File: config.mk
export PLATFORM = sky130hd
export DESIGN_NAME = ttp_unit
export DESIGN_NICKNAME = d
export VERILOG_FILES = /design/src/rtl/ttp_pkg.sv /design/src/rtl/ttp_ctrl.sv /design/src/rtl/ttp_datapath.sv /design/src/rtl/ttp_unit.sv
export SDC_FILE = /design/constraint.sdc
export NUM_CORES = 1
export LEC_CHECK = 0
export CAP_MARGIN = 20
export CORE_AREA = 2 2 319 400
export DETAILED_ROUTE_END_ITERATION = 6
export DIE_AREA = 0 0 321 402
export MAX_ROUTING_LAYER = met4
export PLACE_DENSITY_LB_ADDON = 0.05
export SETUP_SLACK_MARGIN = 0.2
export SLEW_MARGIN = 20
export SYNTH_ARGS = -nofsm -noshare
export SYNTH_HDL_FRONTEND = slang
export SYNTH_SLANG_ARGS = --single-unit
File: constraint.sdc
create_clock -name clk -period 7 [get_ports clk]
set_input_delay 1.4 -clock clk [delete_from_list [all_inputs] [get_ports clk]]
set_output_delay 1.4 -clock clk [all_outputs]
set_load 0.02 [all_outputs]
File: src/rtl/ttp_pkg.sv
package ttp_pkg;
  typedef enum logic [1:0] {
    OP_ALU   = 2'd0,
    OP_LOAD  = 2'd1,
    OP_STORE = 2'd2,
    OP_SINK  = 2'd3
  } ruleOp_e;

  typedef enum logic [1:0] {
    CMB_MAX    = 2'd0,
    CMB_SRCA   = 2'd1,
    CMB_SRCB   = 2'd2,
    CMB_PUBLIC = 2'd3
  } combine_e;

  // strobes from control to datapath
  typedef struct packed {
    logic regWe;
    logic memWe;
    logic sinkChk;
    logic selLoad;
    logic initRegWe;
    logic initMemWe;
  } strobes_t;
endpackage

File: src/rtl/ttp_ctrl.sv
module ttp_ctrl
  import ttp_pkg::*;
(
  input  logic       ruleValid,
  input  logic [1:0] ruleOp,
  input  logic       initValid,
  input  logic       initToMem,
  output logic       ruleReady,
  output strobes_t   strb
);
  logic accept;

  always_comb begin
    ruleReady = !initValid;
    accept    = ruleValid && ruleReady;
    strb      = '0;
    case (ruleOp_e'(ruleOp))
      OP_ALU:   strb.regWe = accept;
      OP_LOAD: begin
        strb.regWe   = accept;
        strb.selLoad = 1'b1;
      end
      OP_STORE: strb.memWe = accept;
      OP_SINK:  strb.sinkChk = accept;
      default: ;
    endcase
    strb.initRegWe = initValid && !initToMem;
    strb.initMemWe = initValid && initToMem;
  end
endmodule

File: src/rtl/ttp_datapath.sv
module ttp_datapath
  import ttp_pkg::*;
#(
  parameter int TAG_W  = 2,
  parameter int REG_N  = 16,
  parameter int MEM_N  = 256,
  parameter int ADDR_W = 32,
  parameter int RID_W  = 8
) (
  input  logic                     clk,
  input  logic                     rstN,
  input  strobes_t                 strb,
  input  logic [1:0]               ruleMode,
  input  logic [$clog2(REG_N)-1:0] ruleDst,
  input  logic [$clog2(REG_N)-1:0] ruleSrcA,
  input  logic [$clog2(REG_N)-1:0] ruleSrcB,
  input  logic [RID_W-1:0]         ruleId,
  input  logic [ADDR_W-1:0]        memAddr,
  input  logic [$clog2(REG_N)-1:0] initReg,
  input  logic [ADDR_W-1:0]        initAddr,
  input  logic [TAG_W-1:0]         initTag,
  input  logic                     rdToMem,
  input  logic [$clog2(REG_N)-1:0] rdReg,
  input  logic [ADDR_W-1:0]        rdAddr,
  output logic [TAG_W-1:0]         rdTag,
  input  logic                     violClr,
  output logic                     violation,
  output logic [RID_W-1:0]         violRuleId
);
  localparam int REG_W   = $clog2(REG_N);
  localparam int MEM_IW  = $clog2(MEM_N);
  localparam int MEM_LSB = 2;
  localparam int PC_IDX  = REG_N - 1;

  logic [TAG_W-1:0] regTag [REG_N];
  logic [TAG_W-1:0] memTag [MEM_N];
  logic [TAG_W-1:0] tagA, tagB, aluTag, wrTag, ldMem;
  logic [MEM_IW-1:0] ruleIdx, initIdx, rdIdx;
  logic sinkHit;
  logic unusedAddrBits;

  function automatic logic [TAG_W-1:0] tagMax(input logic [TAG_W-1:0] a, input logic [TAG_W-1:0] b);
    return (a > b) ? a : b;
  endfunction

  assign ruleIdx = memAddr[MEM_LSB +: MEM_IW];
  assign initIdx = initAddr[MEM_LSB +: MEM_IW];
  assign rdIdx   = rdAddr[MEM_LSB +: MEM_IW];
  assign unusedAddrBits = ^{memAddr[ADDR_W-1:MEM_LSB+MEM_IW], memAddr[MEM_LSB-1:0],
                            initAddr[ADDR_W-1:MEM_LSB+MEM_IW], initAddr[MEM_LSB-1:0],
                            rdAddr[ADDR_W-1:MEM_LSB+MEM_IW], rdAddr[MEM_LSB-1:0]};

  assign tagA  = regTag[ruleSrcA];
  assign tagB  = regTag[ruleSrcB];
  assign ldMem = memTag[ruleIdx];

  always_comb begin
    case (combine_e'(ruleMode))
      CMB_MAX:  aluTag = tagMax(tagA, tagB);
      CMB_SRCA: aluTag = tagA;
      CMB_SRCB: aluTag = tagB;
      default:  aluTag = '0;
    endcase
    wrTag = strb.selLoad ? tagMax(ldMem, tagA) : aluTag;
  end

  // register tag file; the program counter entry has no rule write path
  for (genvar i = 0; i < REG_N; i++) begin : g_reg
    if (i == PC_IDX) begin : g_pc
      always_ff @(posedge clk) begin
        if (!rstN) regTag[i] <= '0;
        else if (strb.initRegWe && initReg == REG_W'(i)) regTag[i] <= initTag;
      end
    end else begin : g_gp
      always_ff @(posedge clk) begin
        if (!rstN) regTag[i] <= '0;
        else if (strb.initRegWe && initReg == REG_W'(i)) regTag[i] <= initTag;
        else if (strb.regWe && ruleDst == REG_W'(i)) regTag[i] <= wrTag;
      end
    end
  end

  always_ff @(posedge clk) begin
    if (!rstN) begin
      for (int j = 0; j < MEM_N; j++) memTag[j] <= '0;
    end else if (strb.initMemWe) begin
      memTag[initIdx] <= initTag;
    end else if (strb.memWe) begin
      memTag[ruleIdx] <= tagA;
    end
  end

  assign sinkHit = strb.sinkChk && (tagA != '0);

  always_ff @(posedge clk) begin
    if (!rstN) begin
      violation  <= 1'b0;
      violRuleId <= '0;
    end else if (sinkHit && (!violation || violClr)) begin
      violation  <= 1'b1;
      violRuleId <= ruleId;
    end else if (violClr) begin
      violation  <= 1'b0;
    end
  end

  assign rdTag = rdToMem ? memTag[rdIdx] : regTag[rdReg];
endmodule

File: src/rtl/ttp_unit.sv
module ttp_unit
  import ttp_pkg::*;
#(
  parameter int TAG_W  = 2,
  parameter int REG_N  = 16,
  parameter int MEM_N  = 256,
  parameter int ADDR_W = 32,
  parameter int RID_W  = 8
) (
  input  logic                     clk,
  input  logic                     rstN,
  input  logic                     ruleValid,
  output logic                     ruleReady,
  input  logic [1:0]               ruleOp,
  input  logic [1:0]               ruleMode,
  input  logic [$clog2(REG_N)-1:0] ruleDst,
  input  logic [$clog2(REG_N)-1:0] ruleSrcA,
  input  logic [$clog2(REG_N)-1:0] ruleSrcB,
  input  logic [RID_W-1:0]         ruleId,
  input  logic [ADDR_W-1:0]        memAddr,
  input  logic                     initValid,
  input  logic                     initToMem,
  input  logic [$clog2(REG_N)-1:0] initReg,
  input  logic [ADDR_W-1:0]        initAddr,
  input  logic [TAG_W-1:0]         initTag,
  input  logic                     rdToMem,
  input  logic [$clog2(REG_N)-1:0] rdReg,
  input  logic [ADDR_W-1:0]        rdAddr,
  output logic [TAG_W-1:0]         rdTag,
  input  logic                     violClr,
  output logic                     violation,
  output logic [RID_W-1:0]         violRuleId
);
  strobes_t strb;

  ttp_ctrl u_ctrl (
    .ruleValid(ruleValid), .ruleOp(ruleOp), .initValid(initValid),
    .initToMem(initToMem), .ruleReady(ruleReady), .strb(strb)
  );

  ttp_datapath #(
    .TAG_W(TAG_W), .REG_N(REG_N), .MEM_N(MEM_N), .ADDR_W(ADDR_W), .RID_W(RID_W)
  ) u_dp (
    .clk(clk), .rstN(rstN), .strb(strb), .ruleMode(ruleMode), .ruleDst(ruleDst),
    .ruleSrcA(ruleSrcA), .ruleSrcB(ruleSrcB), .ruleId(ruleId), .memAddr(memAddr),
    .initReg(initReg), .initAddr(initAddr), .initTag(initTag), .rdToMem(rdToMem),
    .rdReg(rdReg), .rdAddr(rdAddr), .rdTag(rdTag), .violClr(violClr),
    .violation(violation), .violRuleId(violRuleId)
  );
endmodule

==> reports/metrics.json <==
{
  "initial_standard_cell_utilization_of_the_core_pct": 24.8,
  "fin_crit_ns": 6.33,
  "holdCritStartpoint": "u_dp.violRuleId[2]$_SDFFE_PN0P_",
  "power.clock.fraction_pct": 43.4,
  "hold_buffers": 0,
  "ys_dominant_reg_cell": "edfxtp_1",
  "fin_tns_setup_ns": 0,
  "cts-resized-gates": 0,
  "crit-reg2reg-launch": "u_dp.memTag[143][1]$_SDFFCE_PN0P_",
  "io_buffer_count": 76,
  "routed_via_density": 5.12,
  "post_cts.repair.setup_buffers": 0,
  "failed_checks": "DRC",
  "drc": 5,
  "rsz_0062_raised_after_global_routing": "no",
  "netlist-cell-type-count": 50,
  "via_count_of_the_first_global_routing_pass": 22200,
  "netlist_area_mm2": 0.0312,
  "gpl.final_weighted_congestion": 0.824,
  "hold-path-cell-count": 2,
  "grt_max_degree": 115,
  "design.portCount": 149,
  "min-delay-path-class": "flop to flop",
  "dp_worst_setup_slack_ns": 0.651,
  "relSlewSlack_pct": 24.9,
  "worstPathRequired_ns": 5.60,
  "worst_r2r_endpoint": "u_dp.regTag[12][0]$_DFFE_PP_",
  "cts-htree-levels": 3,
  "switching_power_uw": 2240,
  "synth_area_per_cell_um2": 12.4,
  "dr_total_vias": 21600,
  "clk_transition_reported_paths_ns": 0.05,
  "row_count": 146,
  "fmax_mhz": 158,
  "crit_path_start_kind": "primary input",
  "clk-insertion-delay-late_ns": 0.64,
  "worst_setup_path_end_kind": "output pin",
  "fin_ws_ns": 0.671,
  "sequential_cell_area_mm2": 0.0165,
  "worstPathMaxFanout": 19,
  "timing.final.hold_violations": 0,
  "die-width_um": 321,
  "flow.area_growth_from_synthesis_pct": 16.8,
  "height_of_the_chip_um": 402,
  "ys_warn_count": 0,
  "routed_wl_um": 120000,
  "peakVddDrop_mv": 0.171,
  "transition_time_at_the_pin_with_the_least_slew_margin_ns": 1.10,
  "grt_use_total_pct": 19.2,
  "number_of_register_bits_inferred_by_synthesis": 553,
  "total_leakage_power_uw": 0.0126,
  "floorplan.die_area_mm2": 0.129,
  "max_cap_violations": 0,
  "netlist_instances": 2505,
  "worst-setup-path-type": "primary input to output pin",
  "ys_async_sr_fraction_pct": 0,
  "drive_gt1_share_pct": 21.9,
  "share_comb_of_total_power_pct": 12.4,
  "final_antenna_net_count": 0,
  "detail_route.iter0.violations": 1754,
  "cts_sinks": 553,
  "core_region_area_mm2": 0.126,
  "multi_input_area_mm2": 0.0137,
  "worst_hold_path.endpoint": "u_dp.violRuleId[2]$_SDFFE_PN0P_",
  "grt_remaining_overflow": 0,
  "synth_nets": 2648,
  "timing_max_transition_violations_final": 0,
  "detailedPlacementHpwl_um": 81000,
  "number_of_enable_type_register_cells_in_the_synthesized_netlist": 544,
  "power.density_cell_area_mw_per_mm2": 238,
  "ff2ff_path_depth": 13,
  "nNetsFinal": 2664,
  "clk_path_buf_depth": 3,
  "grt_pass1_wl_um": 169000,
  "num-fill-cells": 12700,
  "status": "finished with violations",
  "cts_buffers": 68,
  "clock-skew-final_ns": 0.0154,
  "min_period_over_period_pct": 90.4,
  "average_routed_wire_per_standard_cell_um": 28.5,
  "power.internal_uw": 6440,
  "cp.arrival_ns": 4.93,
  "setup-violations-final": 0,
  "reg2reg_slack_ns": 2.79,
  "drt_pass1_iterations": 7,
  "yosysSeqAreaShare_pct": 53.0,
  "seq_power_share_pct": 44.2,
  "cts_tree": "built",
  "cts-root-buf": "clkbuf_16",
  "grt_antenna_before_repair": 6,
  "power_switching_share_pct": 25.8
}
## per-layer routing
metal | part of all wire, % | track usage, % | vias to the layer above
met5 | 0 | - | -
met4 | 3.3 | 7.07 | 0
met3 | 5.6 | 3.58 | 174
met2 | 50 | 32.2 | 677
met1 | 41 | 22.8 | 11300
li1 | - | - | 9402
## power groups by stage
stage | Clock [uW] | Sequential, uW | Combinational (uW)
after floorplan | 0 | 3860 | 658
after global placement | 0 | 3910 | 1090
after detailed placement | 0 | 3910 | 1090
after CTS | 3880 | 3840 | 1090
after global routing | 3970 | 3850 | 1140
final | 3760 | 3840 | 1070
## sequential cells by signal, summed over array words and instances (netlist names)
signal and count:
u_dp.regTag 32, u_dp.violation 1, u_dp.memTag 512, u_dp.violRuleId 8
## worst max path at each step
stage / startpoint / endpoint / slack, ns / depth (start not counted)
after detailed placement: rdAddr[2] / rdTag[1] / 0.65 / 10
final: rdAddr[2] / rdTag[1] / 0.67 / 10
after global routing: rdAddr[2] / rdTag[1] / 0.60 / 10
after CTS: rdAddr[2] / rdTag[1] / 0.65 / 10
after global placement: rdAddr[2] / rdTag[1] / 0.67 / 10
after floorplan: rdAddr[2] / rdTag[0] / 1.32 / 8
## synth_stat cells (3+ instances only)
cell	number	area, um^2
buf_1	20	75.1
nor3b_1	8	60.1
inv_1	16	60.1
o22ai_1	15	93.8
clkbuf_1	159	597
o211ai_1	7	52.6
nand4_1	5	31.3
o2bb2ai_1	15	131
nand2_1	547	2050
a31oi_1	16	100
mux2i_1	55	551
mux4_2	332	7480
a22oi_1	18	135
nand3_1	29	145
nor2_1	587	2200
nand2b_1	7	43.8
a21oi_1	6	30.0
nor3_1	8	40.0
and3_1	5	31.3
dfxtp_1	9	180
ha_1	6	75.1
edfxtp_1	544	16300
a211oi_1	3	22.5
buf_2	22	110
nand3b_1	3	22.5
nor2b_1	11	68.8
o21ai_0	11	55.1
buf_6	10	113
## placed cells by master (no fill, tap or decap), types with 5 or more instances in the layout
| master | instances |
|---|---|
| clkinv_1 | 20 |
| edfxtp_1 | 544 |
| o21ai_0 | 11 |
| nor2b_1 | 11 |
| nor3_1 | 8 |
| nor2_1 | 561 |
| o22ai_1 | 15 |
| diode_2 | 5 |
| o2bb2ai_1 | 15 |
| nor2_2 | 25 |
| and3_1 | 5 |
| inv_1 | 15 |
| mux4_2 | 332 |
| clkbuf_16 | 70 |
| clkbuf_1 | 6 |
| inv_6 | 5 |
| clkinv_2 | 12 |
| mux2i_1 | 53 |
| clkdlybuf4s50_1 | 67 |
| ha_1 | 6 |
| a31oi_1 | 16 |
| bufinv_16 | 11 |
| nand2b_1 | 7 |
| o211ai_1 | 7 |
| nand4_1 | 5 |
| buf_4 | 61 |
| nand3_1 | 29 |
| nor3b_1 | 7 |
| a21oi_1 | 6 |
| dfxtp_1 | 9 |
| a22oi_1 | 18 |
| buf_12 | 24 |
| nand2_1 | 547 |
## critical path, cell delays in order
cell and delay [ns]:
buf_8 0.26, buf_12 0.26, buf_12 0.18, mux4_2 0.52, mux4_2 0.57, mux4_2 0.47
nor2b_1 0.14, a211oi_1 0.39, a311oi_1 0.09, clkdlybuf4s50_1 0.58
## per-stage QoR
step | hold slack (ns) | util (%) | cell area (um^2) | total power, uW | std cells
after floorplan | 0.572 | - | 31200 | 4520 | 2505
final | 0.494 | 29.0 | 36400 | 8670 | 4209
after detailed placement | 0.490 | 27.1 | 34100 | 5000 | 4078
after global placement | 0.479 | 27.1 | 34100 | 5000 | 4078
after CTS | 0.502 | 28.9 | 36400 | 8810 | 4203
after global routing | 0.533 | 29.0 | 36400 | 8960 | 4209
## cell type report
cell class | count | area share, %
multi-input combinational | 1718 | 37.8
timing repair buffer | 160 | 4.70
sequential | 553 | 45.4
tap | 1628 | 5.60
clock inverter | 49 | 1.46
inverter | 20 | 0.206
clock buffer | 76 | 4.87
antenna | 5 | 0.0344
## kinds of logic (layout without fill, tap and decap cells)
kind of cell             count (synthesis)  after routing  share of synthesized area (%)
AO/OA/AOI/OAI                          105            105                           2.39
adder cells (fa/ha/maj)                  6              6                          0.241
buffers and inverters                  234            305                           3.21
flip-flops                             553            553                           53.0
multiplexers                           390            390                           25.9
other                                    0              5                              0
AND/OR/NAND/NOR                       1217           1217                           15.2
Note: power is estimated with default switching activity, not from simulation.
